==> config.mk <==
export PLATFORM = sky130hd
export DESIGN_NAME = psram_cfg_seq
export DESIGN_NICKNAME = d
export VERILOG_FILES = /design/src/rtl/psram_cfg_pkg.sv /design/src/rtl/psram_por_timer.sv /design/src/rtl/psram_cfg_wr_fsm.sv /design/src/rtl/psram_cfg_shadow.sv /design/src/rtl/psram_cfg_seq.sv
export SDC_FILE = /design/constraint.sdc
export NUM_CORES = 1
export LEC_CHECK = 0
export ABC_AREA = 1
export CAP_MARGIN = 5
export CORE_ASPECT_RATIO = 0.7
export CORE_MARGIN = 5
export CORE_UTILIZATION = 40
export CTS_CLUSTER_SIZE = 20
export DETAILED_ROUTE_END_ITERATION = 7
export GPL_ROUTABILITY_DRIVEN = 0
export GPL_TIMING_DRIVEN = 0
export PLACE_DENSITY = 0.73
export REMOVE_ABC_BUFFERS = 1
export SYNTH_ARGS = -nofsm -noshare
export SYNTH_HDL_FRONTEND = slang
export SYNTH_SLANG_ARGS = --single-unit
==> constraint.sdc <==
create_clock -name clk -period 2.65 [get_ports clk]
set_input_delay 0.53 -clock clk [delete_from_list [all_inputs] [get_ports clk]]
set_output_delay 0.53 -clock clk [all_outputs]
set_load 0.01 [all_outputs]
==> src/rtl/psram_cfg_pkg.sv <==
package psram_cfg_pkg;

    typedef enum logic [1:0] {
        ST_IDLE  = 2'd0,
        ST_SETUP = 2'd1,
        ST_PULSE = 2'd2,
        ST_HOLD  = 2'd3
    } wr_state_e;

    typedef enum logic {
        SEL_BUS = 1'b0,
        SEL_REF = 1'b1
    } cfg_sel_e;

    localparam int BUS_BURST_BIT   = 15;
    localparam int BUS_WAITPOL_BIT = 10;
    localparam int BUS_CLKPOL_BIT  = 6;
    localparam int REF_PAGE_BIT    = 7;

    typedef struct packed {
        logic burst_en;
        logic wait_pol;
        logic clk_pol;
        logic page_en;
    } cfg_flags_t;

    function automatic int por_cycles(input int us, input int mhz);
        return us * mhz;
    endfunction

    function automatic int max3(input int a, input int b, input int c);
        int m;
        m = (a > b) ? a : b;
        return (m > c) ? m : c;
    endfunction

endpackage

==> src/rtl/psram_por_timer.sv <==
module psram_por_timer #(
    parameter int POR_CYCLES = 30000
) (
    input  logic clk,
    input  logic rst,
    output logic ready
);
    localparam int CNT_W = $clog2(POR_CYCLES + 1);
    localparam logic [CNT_W-1:0] LAST = CNT_W'(POR_CYCLES - 1);

    logic [CNT_W-1:0] cnt_q;

    always_ff @(posedge clk) begin
        if (rst) begin
            cnt_q <= '0;
            ready <= 1'b0;
        end else if (!ready) begin
            if (cnt_q == LAST) begin
                ready <= 1'b1;
            end else begin
                cnt_q <= cnt_q + 1'b1;
            end
        end
    end

    p_ready_sticky_r2: assert property (@(posedge clk) disable iff (rst)
        $past(ready) |-> ready)
        else $error("ready dropped without reset");

endmodule

==> src/rtl/psram_cfg_wr_fsm.sv <==
module psram_cfg_wr_fsm
    import psram_cfg_pkg::*;
#(
    parameter int ADDR_W    = 21,
    parameter int CFG_W     = 16,
    parameter int SEL_BIT   = 19,
    parameter int SETUP_CYC = 2,
    parameter int PULSE_CYC = 4,
    parameter int HOLD_CYC  = 2
) (
    input  logic              clk,
    input  logic              rst,
    input  logic              ready,
    input  logic              req_valid,
    input  logic              req_sel,
    input  logic [CFG_W-1:0]  req_value,
    output logic              req_accept,
    output logic              req_reject,
    output logic              busy,
    output logic              wr_done,
    output logic              upd_en,
    output logic              upd_sel,
    output logic [CFG_W-1:0]  upd_value,
    output logic              mem_ce_n,
    output logic              mem_we_n,
    output logic              mem_oe_n,
    output logic              mem_cre,
    output logic [ADDR_W-1:0] mem_addr
);
    localparam int MAXC = max3(SETUP_CYC, PULSE_CYC, HOLD_CYC);
    localparam int PH_W = (MAXC > 1) ? $clog2(MAXC) : 1;
    localparam logic [PH_W-1:0] SETUP_LD = PH_W'(SETUP_CYC - 1);
    localparam logic [PH_W-1:0] PULSE_LD = PH_W'(PULSE_CYC - 1);
    localparam logic [PH_W-1:0] HOLD_LD  = PH_W'(HOLD_CYC - 1);

    wr_state_e        state_q;
    logic [PH_W-1:0]  ph_cnt_q;
    logic             sel_q;
    logic [CFG_W-1:0] val_q;
    logic             phase_end;

    function automatic logic [ADDR_W-1:0] pack_addr(input logic s, input logic [CFG_W-1:0] v);
        logic [ADDR_W-1:0] a;
        a = '0;
        a[CFG_W-1:0] = v;
        a[SEL_BIT] = s;
        return a;
    endfunction

    assign busy       = (state_q != ST_IDLE);
    assign req_accept = req_valid && ready && !busy;
    assign req_reject = req_valid && !req_accept;
    assign phase_end  = (ph_cnt_q == '0);
    assign upd_en     = (state_q == ST_HOLD) && phase_end;
    assign upd_sel    = sel_q;
    assign upd_value  = val_q;

    always_ff @(posedge clk) begin
        if (rst) begin
            state_q  <= ST_IDLE;
            ph_cnt_q <= '0;
            sel_q    <= 1'b0;
            val_q    <= '0;
            wr_done  <= 1'b0;
        end else begin
            wr_done <= upd_en;
            unique case (state_q)
                ST_IDLE: if (req_accept) begin
                    state_q  <= ST_SETUP;
                    ph_cnt_q <= SETUP_LD;
                    sel_q    <= req_sel;
                    val_q    <= req_value;
                end
                ST_SETUP: if (phase_end) begin
                    state_q  <= ST_PULSE;
                    ph_cnt_q <= PULSE_LD;
                end else begin
                    ph_cnt_q <= ph_cnt_q - 1'b1;
                end
                ST_PULSE: if (phase_end) begin
                    state_q  <= ST_HOLD;
                    ph_cnt_q <= HOLD_LD;
                end else begin
                    ph_cnt_q <= ph_cnt_q - 1'b1;
                end
                ST_HOLD: if (phase_end) begin
                    state_q <= ST_IDLE;
                end else begin
                    ph_cnt_q <= ph_cnt_q - 1'b1;
                end
                default: state_q <= ST_IDLE;
            endcase
        end
    end

    always_comb begin
        mem_ce_n = (state_q != ST_PULSE);
        mem_we_n = (state_q != ST_PULSE);
        mem_oe_n = 1'b1;
        mem_cre  = busy;
        mem_addr = busy ? pack_addr(sel_q, val_q) : '0;
    end

    p_addr_hold_r3: assert property (@(posedge clk) disable iff (rst)
        (busy && $past(busy)) |-> $stable(mem_addr))
        else $error("address moved during register write");

    p_busy_needs_ready_r5: assert property (@(posedge clk) disable iff (rst)
        busy |-> ready)
        else $error("write started before power-up completed");

endmodule

==> src/rtl/psram_cfg_shadow.sv <==
module psram_cfg_shadow
    import psram_cfg_pkg::*;
#(
    parameter int              CFG_W       = 16,
    parameter logic [CFG_W-1:0] BUS_DEFAULT = 16'h0510,
    parameter logic [CFG_W-1:0] REF_DEFAULT = 16'h0010
) (
    input  logic             clk,
    input  logic             rst,
    input  logic             upd_en,
    input  logic             upd_sel,
    input  logic [CFG_W-1:0] upd_value,
    output logic [CFG_W-1:0] bus_cfg,
    output logic [CFG_W-1:0] ref_cfg,
    output cfg_flags_t       flags
);
    localparam int NREG = 2;
    logic [CFG_W-1:0] regs_q [NREG];

    for (genvar g = 0; g < NREG; g++) begin : g_reg
        localparam logic [CFG_W-1:0] DEF = (g == int'(SEL_BUS)) ? BUS_DEFAULT : REF_DEFAULT;
        always_ff @(posedge clk) begin
            if (rst) begin
                regs_q[g] <= DEF;
            end else if (upd_en && (int'(upd_sel) == g)) begin
                regs_q[g] <= upd_value;
            end
        end
    end

    assign bus_cfg = regs_q[int'(SEL_BUS)];
    assign ref_cfg = regs_q[int'(SEL_REF)];

    always_comb begin
        flags.burst_en = bus_cfg[BUS_BURST_BIT];
        flags.wait_pol = bus_cfg[BUS_WAITPOL_BIT];
        flags.clk_pol  = bus_cfg[BUS_CLKPOL_BIT];
        flags.page_en  = ref_cfg[REF_PAGE_BIT];
    end

    p_other_kept_r6: assert property (@(posedge clk) disable iff (rst)
        (upd_en && upd_sel) |=> $stable(bus_cfg))
        else $error("bus shadow touched by refresh write");

endmodule

==> src/rtl/psram_cfg_seq.sv <==
module psram_cfg_seq
    import psram_cfg_pkg::*;
#(
    parameter int               CLK_MHZ     = 200,
    parameter int               POR_US      = 150,
    parameter int               ADDR_W      = 21,
    parameter int               CFG_W       = 16,
    parameter int               SEL_BIT     = 19,
    parameter int               SETUP_CYC   = 2,
    parameter int               PULSE_CYC   = 4,
    parameter int               HOLD_CYC    = 2,
    parameter logic [CFG_W-1:0] BUS_DEFAULT = 16'h0510,
    parameter logic [CFG_W-1:0] REF_DEFAULT = 16'h0010
) (
    input  logic              clk,
    input  logic              rst,
    input  logic              req_valid,
    input  logic              req_sel,
    input  logic [CFG_W-1:0]  req_value,
    output logic              req_accept,
    output logic              req_reject,
    output logic              ready,
    output logic              busy,
    output logic              wr_done,
    output logic              mem_ce_n,
    output logic              mem_we_n,
    output logic              mem_oe_n,
    output logic              mem_cre,
    output logic [ADDR_W-1:0] mem_addr,
    output logic [CFG_W-1:0]  bus_cfg,
    output logic [CFG_W-1:0]  ref_cfg,
    output logic              burst_en,
    output logic              wait_pol,
    output logic              clk_pol,
    output logic              page_en
);
    localparam int POR_CYCLES = por_cycles(POR_US, CLK_MHZ);

    logic             upd_en;
    logic             upd_sel;
    logic [CFG_W-1:0] upd_value;
    cfg_flags_t       flags;

    psram_por_timer #(.POR_CYCLES(POR_CYCLES)) u_por (
        .clk   (clk),
        .rst   (rst),
        .ready (ready)
    );

    psram_cfg_wr_fsm #(
        .ADDR_W(ADDR_W), .CFG_W(CFG_W), .SEL_BIT(SEL_BIT),
        .SETUP_CYC(SETUP_CYC), .PULSE_CYC(PULSE_CYC), .HOLD_CYC(HOLD_CYC)
    ) u_fsm (
        .clk        (clk),
        .rst        (rst),
        .ready      (ready),
        .req_valid  (req_valid),
        .req_sel    (req_sel),
        .req_value  (req_value),
        .req_accept (req_accept),
        .req_reject (req_reject),
        .busy       (busy),
        .wr_done    (wr_done),
        .upd_en     (upd_en),
        .upd_sel    (upd_sel),
        .upd_value  (upd_value),
        .mem_ce_n   (mem_ce_n),
        .mem_we_n   (mem_we_n),
        .mem_oe_n   (mem_oe_n),
        .mem_cre    (mem_cre),
        .mem_addr   (mem_addr)
    );

    psram_cfg_shadow #(
        .CFG_W(CFG_W), .BUS_DEFAULT(BUS_DEFAULT), .REF_DEFAULT(REF_DEFAULT)
    ) u_shadow (
        .clk       (clk),
        .rst       (rst),
        .upd_en    (upd_en),
        .upd_sel   (upd_sel),
        .upd_value (upd_value),
        .bus_cfg   (bus_cfg),
        .ref_cfg   (ref_cfg),
        .flags     (flags)
    );

    assign burst_en = flags.burst_en;
    assign wait_pol = flags.wait_pol;
    assign clk_pol  = flags.clk_pol;
    assign page_en  = flags.page_en;

    p_ce_high_por_r1: assert property (@(posedge clk) disable iff (rst)
        !ready |-> (mem_ce_n && !mem_cre))
        else $error("memory touched during power-up wait");

    p_pulse_pins_r4: assert property (@(posedge clk) disable iff (rst)
        !mem_ce_n |-> (!mem_we_n && mem_oe_n && mem_cre))
        else $error("wrong pin levels during write pulse");

    p_shadow_after_ce_r6: assert property (@(posedge clk) disable iff (rst)
        ((bus_cfg != $past(bus_cfg)) || (ref_cfg != $past(ref_cfg)))
            |-> (mem_ce_n && $past(mem_ce_n) && $past(mem_cre)))
        else $error("shadow changed before chip enable returned high");

endmodule

==> metrics.md <==
| Metric | Value |
|---|---|
| # Max-Cap Violations | 0 |
| TritonCTS clock tree | built |
| Total routing resource utilization after global routing | 15.7% |
| Net switching power | 0.000785 W |
| Total standard cell area after synthesis | 3090 µm² |
| Fraction of post-synthesis cell area in the top cell type by area | 31.1% |
| Peak VDD IR | 0.272 mV |
| Synth Flop Type | sky130_fd_sc_hd__dfxtp_1 |
| Post-synth EDFFs | 32 |
| Mapped Avg Cell Area | 8.86 µm² |
| Portion of total power attributed to sequential cells | 47.7% |
| Standard-cell rows | 26 |
| Number of global-route vias before repair | 2390 |
| Ranking of synthesized cells by instance count | sky130_fd_sc_hd__nor2_1, sky130_fd_sc_hd__nand2_1, sky130_fd_sc_hd__dfxtp_1, sky130_fd_sc_hd__inv_1, sky130_fd_sc_hd__a21oi_1 |
| GR Overflow Total | 0 |
| Minimum clock period after layout | 2.51 ns |
| Critical Path RT | 2.12 ns |
| Final hold viol count | 0 |
| Total power density per cell area | 623 nW/µm² |
| Worst Clk Skew | 0.0106 ns |
| Switching Share | 30.6% |
| Starting density of the core | 41.7% |
| Half-perimeter wire length of the detailed placement result | 4990 µm |
| Worst endpoint data arrival time | 1.98 ns |
| Number of nets in the layout | 452 |
| CP Launch Type | flip-flop |
| Kind of end point of the critical path | primary output |
| Result of the run | finished clean |
| Most area-hungry cell type in the Yosys netlist | sky130_fd_sc_hd__edfxtp_1 |
| Path type of the worst min-delay path | reg -> reg |
| Global-route wire length before repair | 11800 µm |
| #FFs+latches synth | 70 |
| Die width | 115 µm |
| Wire length per cell | 14.3 µm |
| Worst skew pair latency | 0.34 ns |
| Max stage delay on crit path | 0.55 ns |
| Internal Pwr Total | 0.00178 W |
| Number of vias per cell after detailed routing | 4.80 |
| Initial DRC Count | 168 |
| Leakage | 1.46 nW |
| Sequential area share after synthesis | 55.7% |
| Root Buffer | sky130_fd_sc_hd__clkbuf_8 |
| Unrepaired setup endpoints after global routing | false |
| Overall power | 0.00257 W |
| Via Count | 2530 |
| Clock transition at the register clock pins on the worst setup and hold paths after CTS | 0.08 ns |
| Cts-stage hold buffer count | 0 |
| Share of cells above drive strength 1 | 9.09% |
| Final period util | 94.9% |
| Largest net degree at the start of global routing | 31 |
| Crit path max fanout | 13 |
| Final setup violation count | 0 |
| Clk pwr share | 29.1% |
| I/O Buffers | 80 |
| Synth unique cells | 30 |
| Chain of cells forming the critical path | inv_1, ha_4, buf_4, nor2_1, clkdlybuf4s50_1 |
| F_max | 398 MHz |
| Number of fillers in the final layout | 670 |
| Die H | 83.5 µm |
| Part of the power in combinational logic | 23.1% |
| Count of yosys warnings during synthesis | 0 |
| Dominant cells by area after synthesis | sky130_fd_sc_hd__edfxtp_1, sky130_fd_sc_hd__dfxtp_1, sky130_fd_sc_hd__nor2_1 |
| Number of nets with antenna violations after detailed routing | 0 |
| DR DRC count | 0 |
| Count of boundary I/O pins | 86 |
| Setup tns final | 0 ns |
| H-tree depth | 3 |
| Overall die area | 9610 µm² |
| Count of clock tree sinks | 70 |
| Relative slew slack | 36.4% |
| Gate Count Post-Synth | 349 |
| Dominant cell by count in the synthesized netlist | sky130_fd_sc_hd__nor2_1 |
| Area growth from synthesis to layout | 33.2% |
| Count of inserted antenna diode cells | 0 |
| Area of the core region | 7420 µm² |
| TritonCTS buffer count | 9 |
| Transition time at the pin with the least slew margin | 0.954 ns |
| Antenna violations before repair | 0 |
| Clock buffer depth | 2 |
| Number of detailed-routing iterations run before antenna repair | 4 |
| Number of pins exceeding their max-slew limit in the final report | 0 |
| Post-detailed-routing wire length | 7560 µm |
| Setup Crit Path Kind | reg -> out |
| Highest-delay cell along the critical path | sky130_fd_sc_hd__clkdlybuf4s50_1 |
| Fraction of synthesis flops using an asynchronous set or reset pin | 0% |
[logic make-up (layout without fill, tap and decap cells)]
| group | count (synthesis) | count (layout) | share of synthesized area [%] |
|---|---|---|---|
| AOI/OAI and AO/OA | 63 | 63 | 10.6 |
| xor gates and xnor gates | 2 | 2 | 0.567 |
| adders and majority gates | 8 | 8 | 3.24 |
| buffers and inverters | 63 | 139 | 9.64 |
| DFF | 70 | 70 | 55.7 |
| other | 2 | 5 | 0.243 |
| and+or+nand+nor | 141 | 142 | 20.0 |
[cell usage in the layout, fill, tap and decap left out, types with 3 or more instances in the layout]
master / n
sky130_fd_sc_hd__edfxtp_1: 32
sky130_fd_sc_hd__dfxtp_1: 37
sky130_fd_sc_hd__nand3_2: 3
sky130_fd_sc_hd__a21oi_1: 33
sky130_fd_sc_hd__clkdlybuf4s50_1: 80
sky130_fd_sc_hd__conb_1: 5
sky130_fd_sc_hd__ha_1: 7
sky130_fd_sc_hd__nor2_2: 4
sky130_fd_sc_hd__nand2_1: 41
sky130_fd_sc_hd__clkbuf_8: 9
sky130_fd_sc_hd__nor2_1: 65
sky130_fd_sc_hd__nor3_1: 4
sky130_fd_sc_hd__nand3_1: 16
sky130_fd_sc_hd__inv_1: 37
sky130_fd_sc_hd__clkinvlp_4: 4
sky130_fd_sc_hd__o21ai_0: 23
[state kept, by name, indices dropped and copies added, names as in the netlist]
name             cells
u_shadow.regs_q     32
u_fsm.upd_value     16
u_por.cnt_q         15
u_fsm.ph_cnt_q       2
u_fsm.state_q        2
u_fsm.upd_sel        1
u_fsm.wr_done        1
u_por.ready          1
[repair_timing]
| item | in CTS | in global routing |
|---|---|---|
| pin swaps | 2 | 0 |
| setup buffers | 1 | 1 |
| endpoints found under the setup margin | 38 | 36 |
| cloned | 1 | 1 |
| gates resized for setup | 4 | 2 |
| hold endpoints to repair | 0 | 0 |
[cell type report]
class	instances	area (µm²)	area share, %
sequential	70	1720	41.8
multi-input combinational	220	1120	27.3
timing repair buffer	82	816	19.8
inverter	40	154	3.74
clock buffer	9	124	3.01
tap	98	123	2.98
clock inverter	7	48.8	1.19
timing repair inverter	1	5.00	0.122
[final timing paths]
kind / from / to / slack, ns / cells past startpoint
setup / recovery: u_fsm.state_q[1] / mem_addr[2] / 0.14 / 5
setup reg to reg: u_fsm.ph_cnt_q[0] / u_shadow.regs_q[1][9] / 0.66 / 4
hold reg to reg: u_fsm.ph_cnt_q[1] / u_fsm.ph_cnt_q[1] / 0.50 / 2
hold / removal: u_fsm.ph_cnt_q[1] / u_fsm.ph_cnt_q[1] / 0.50 / 2
[power by group through the flow]
stage          logic (W)  clock network [W]  registers, W
5_1_grt         0.000648           0.000815       0.00123
3_3_place_gp    0.000509                  0       0.00124
6_report        0.000594           0.000748       0.00122
4_1_cts         0.000594           0.000764       0.00122
3_5_place_dp    0.000524                  0       0.00125
2_1_floorplan   0.000267                  0       0.00126
[per-stage QoR]
step / setup WS (ns) / cells / cell area, µm² / utilization [%] / hold slack (ns)
floorplan: 0.160 / 329 / 2950 / - / 0.454
global placement: -1.05 / 507 / 3880 / 52.3 / 0.477
detailed placement: -0.999 / 507 / 3880 / 52.4 / 0.489
CTS: 0.0403 / 525 / 4100 / 55.3 / 0.498
global route: 0.0402 / 527 / 4120 / 55.5 / 0.532
finish: 0.136 / 527 / 4120 / 55.5 / 0.501
[worst max-delay path: cells and delay by family (launching register included)]
kind,cells,cell delay (ns)
fa+ha+maj,1,0.25
buf+inv,3,0.88
flops,1,0.39
simple gates,1,0.12
[per-layer routing]
metal | vias to the layer above | global-route usage (%) | part of all wire (%)
li1 | 1277 | - | -
met4 | 0 | 5.33 | 1.0
met1 | 1136 | 18.8 | 42
met3 | 8 | 5.72 | 9.9
met2 | 109 | 26.1 | 47
met5 | - | 0 | 0
(Power assumes the default switching activity.)
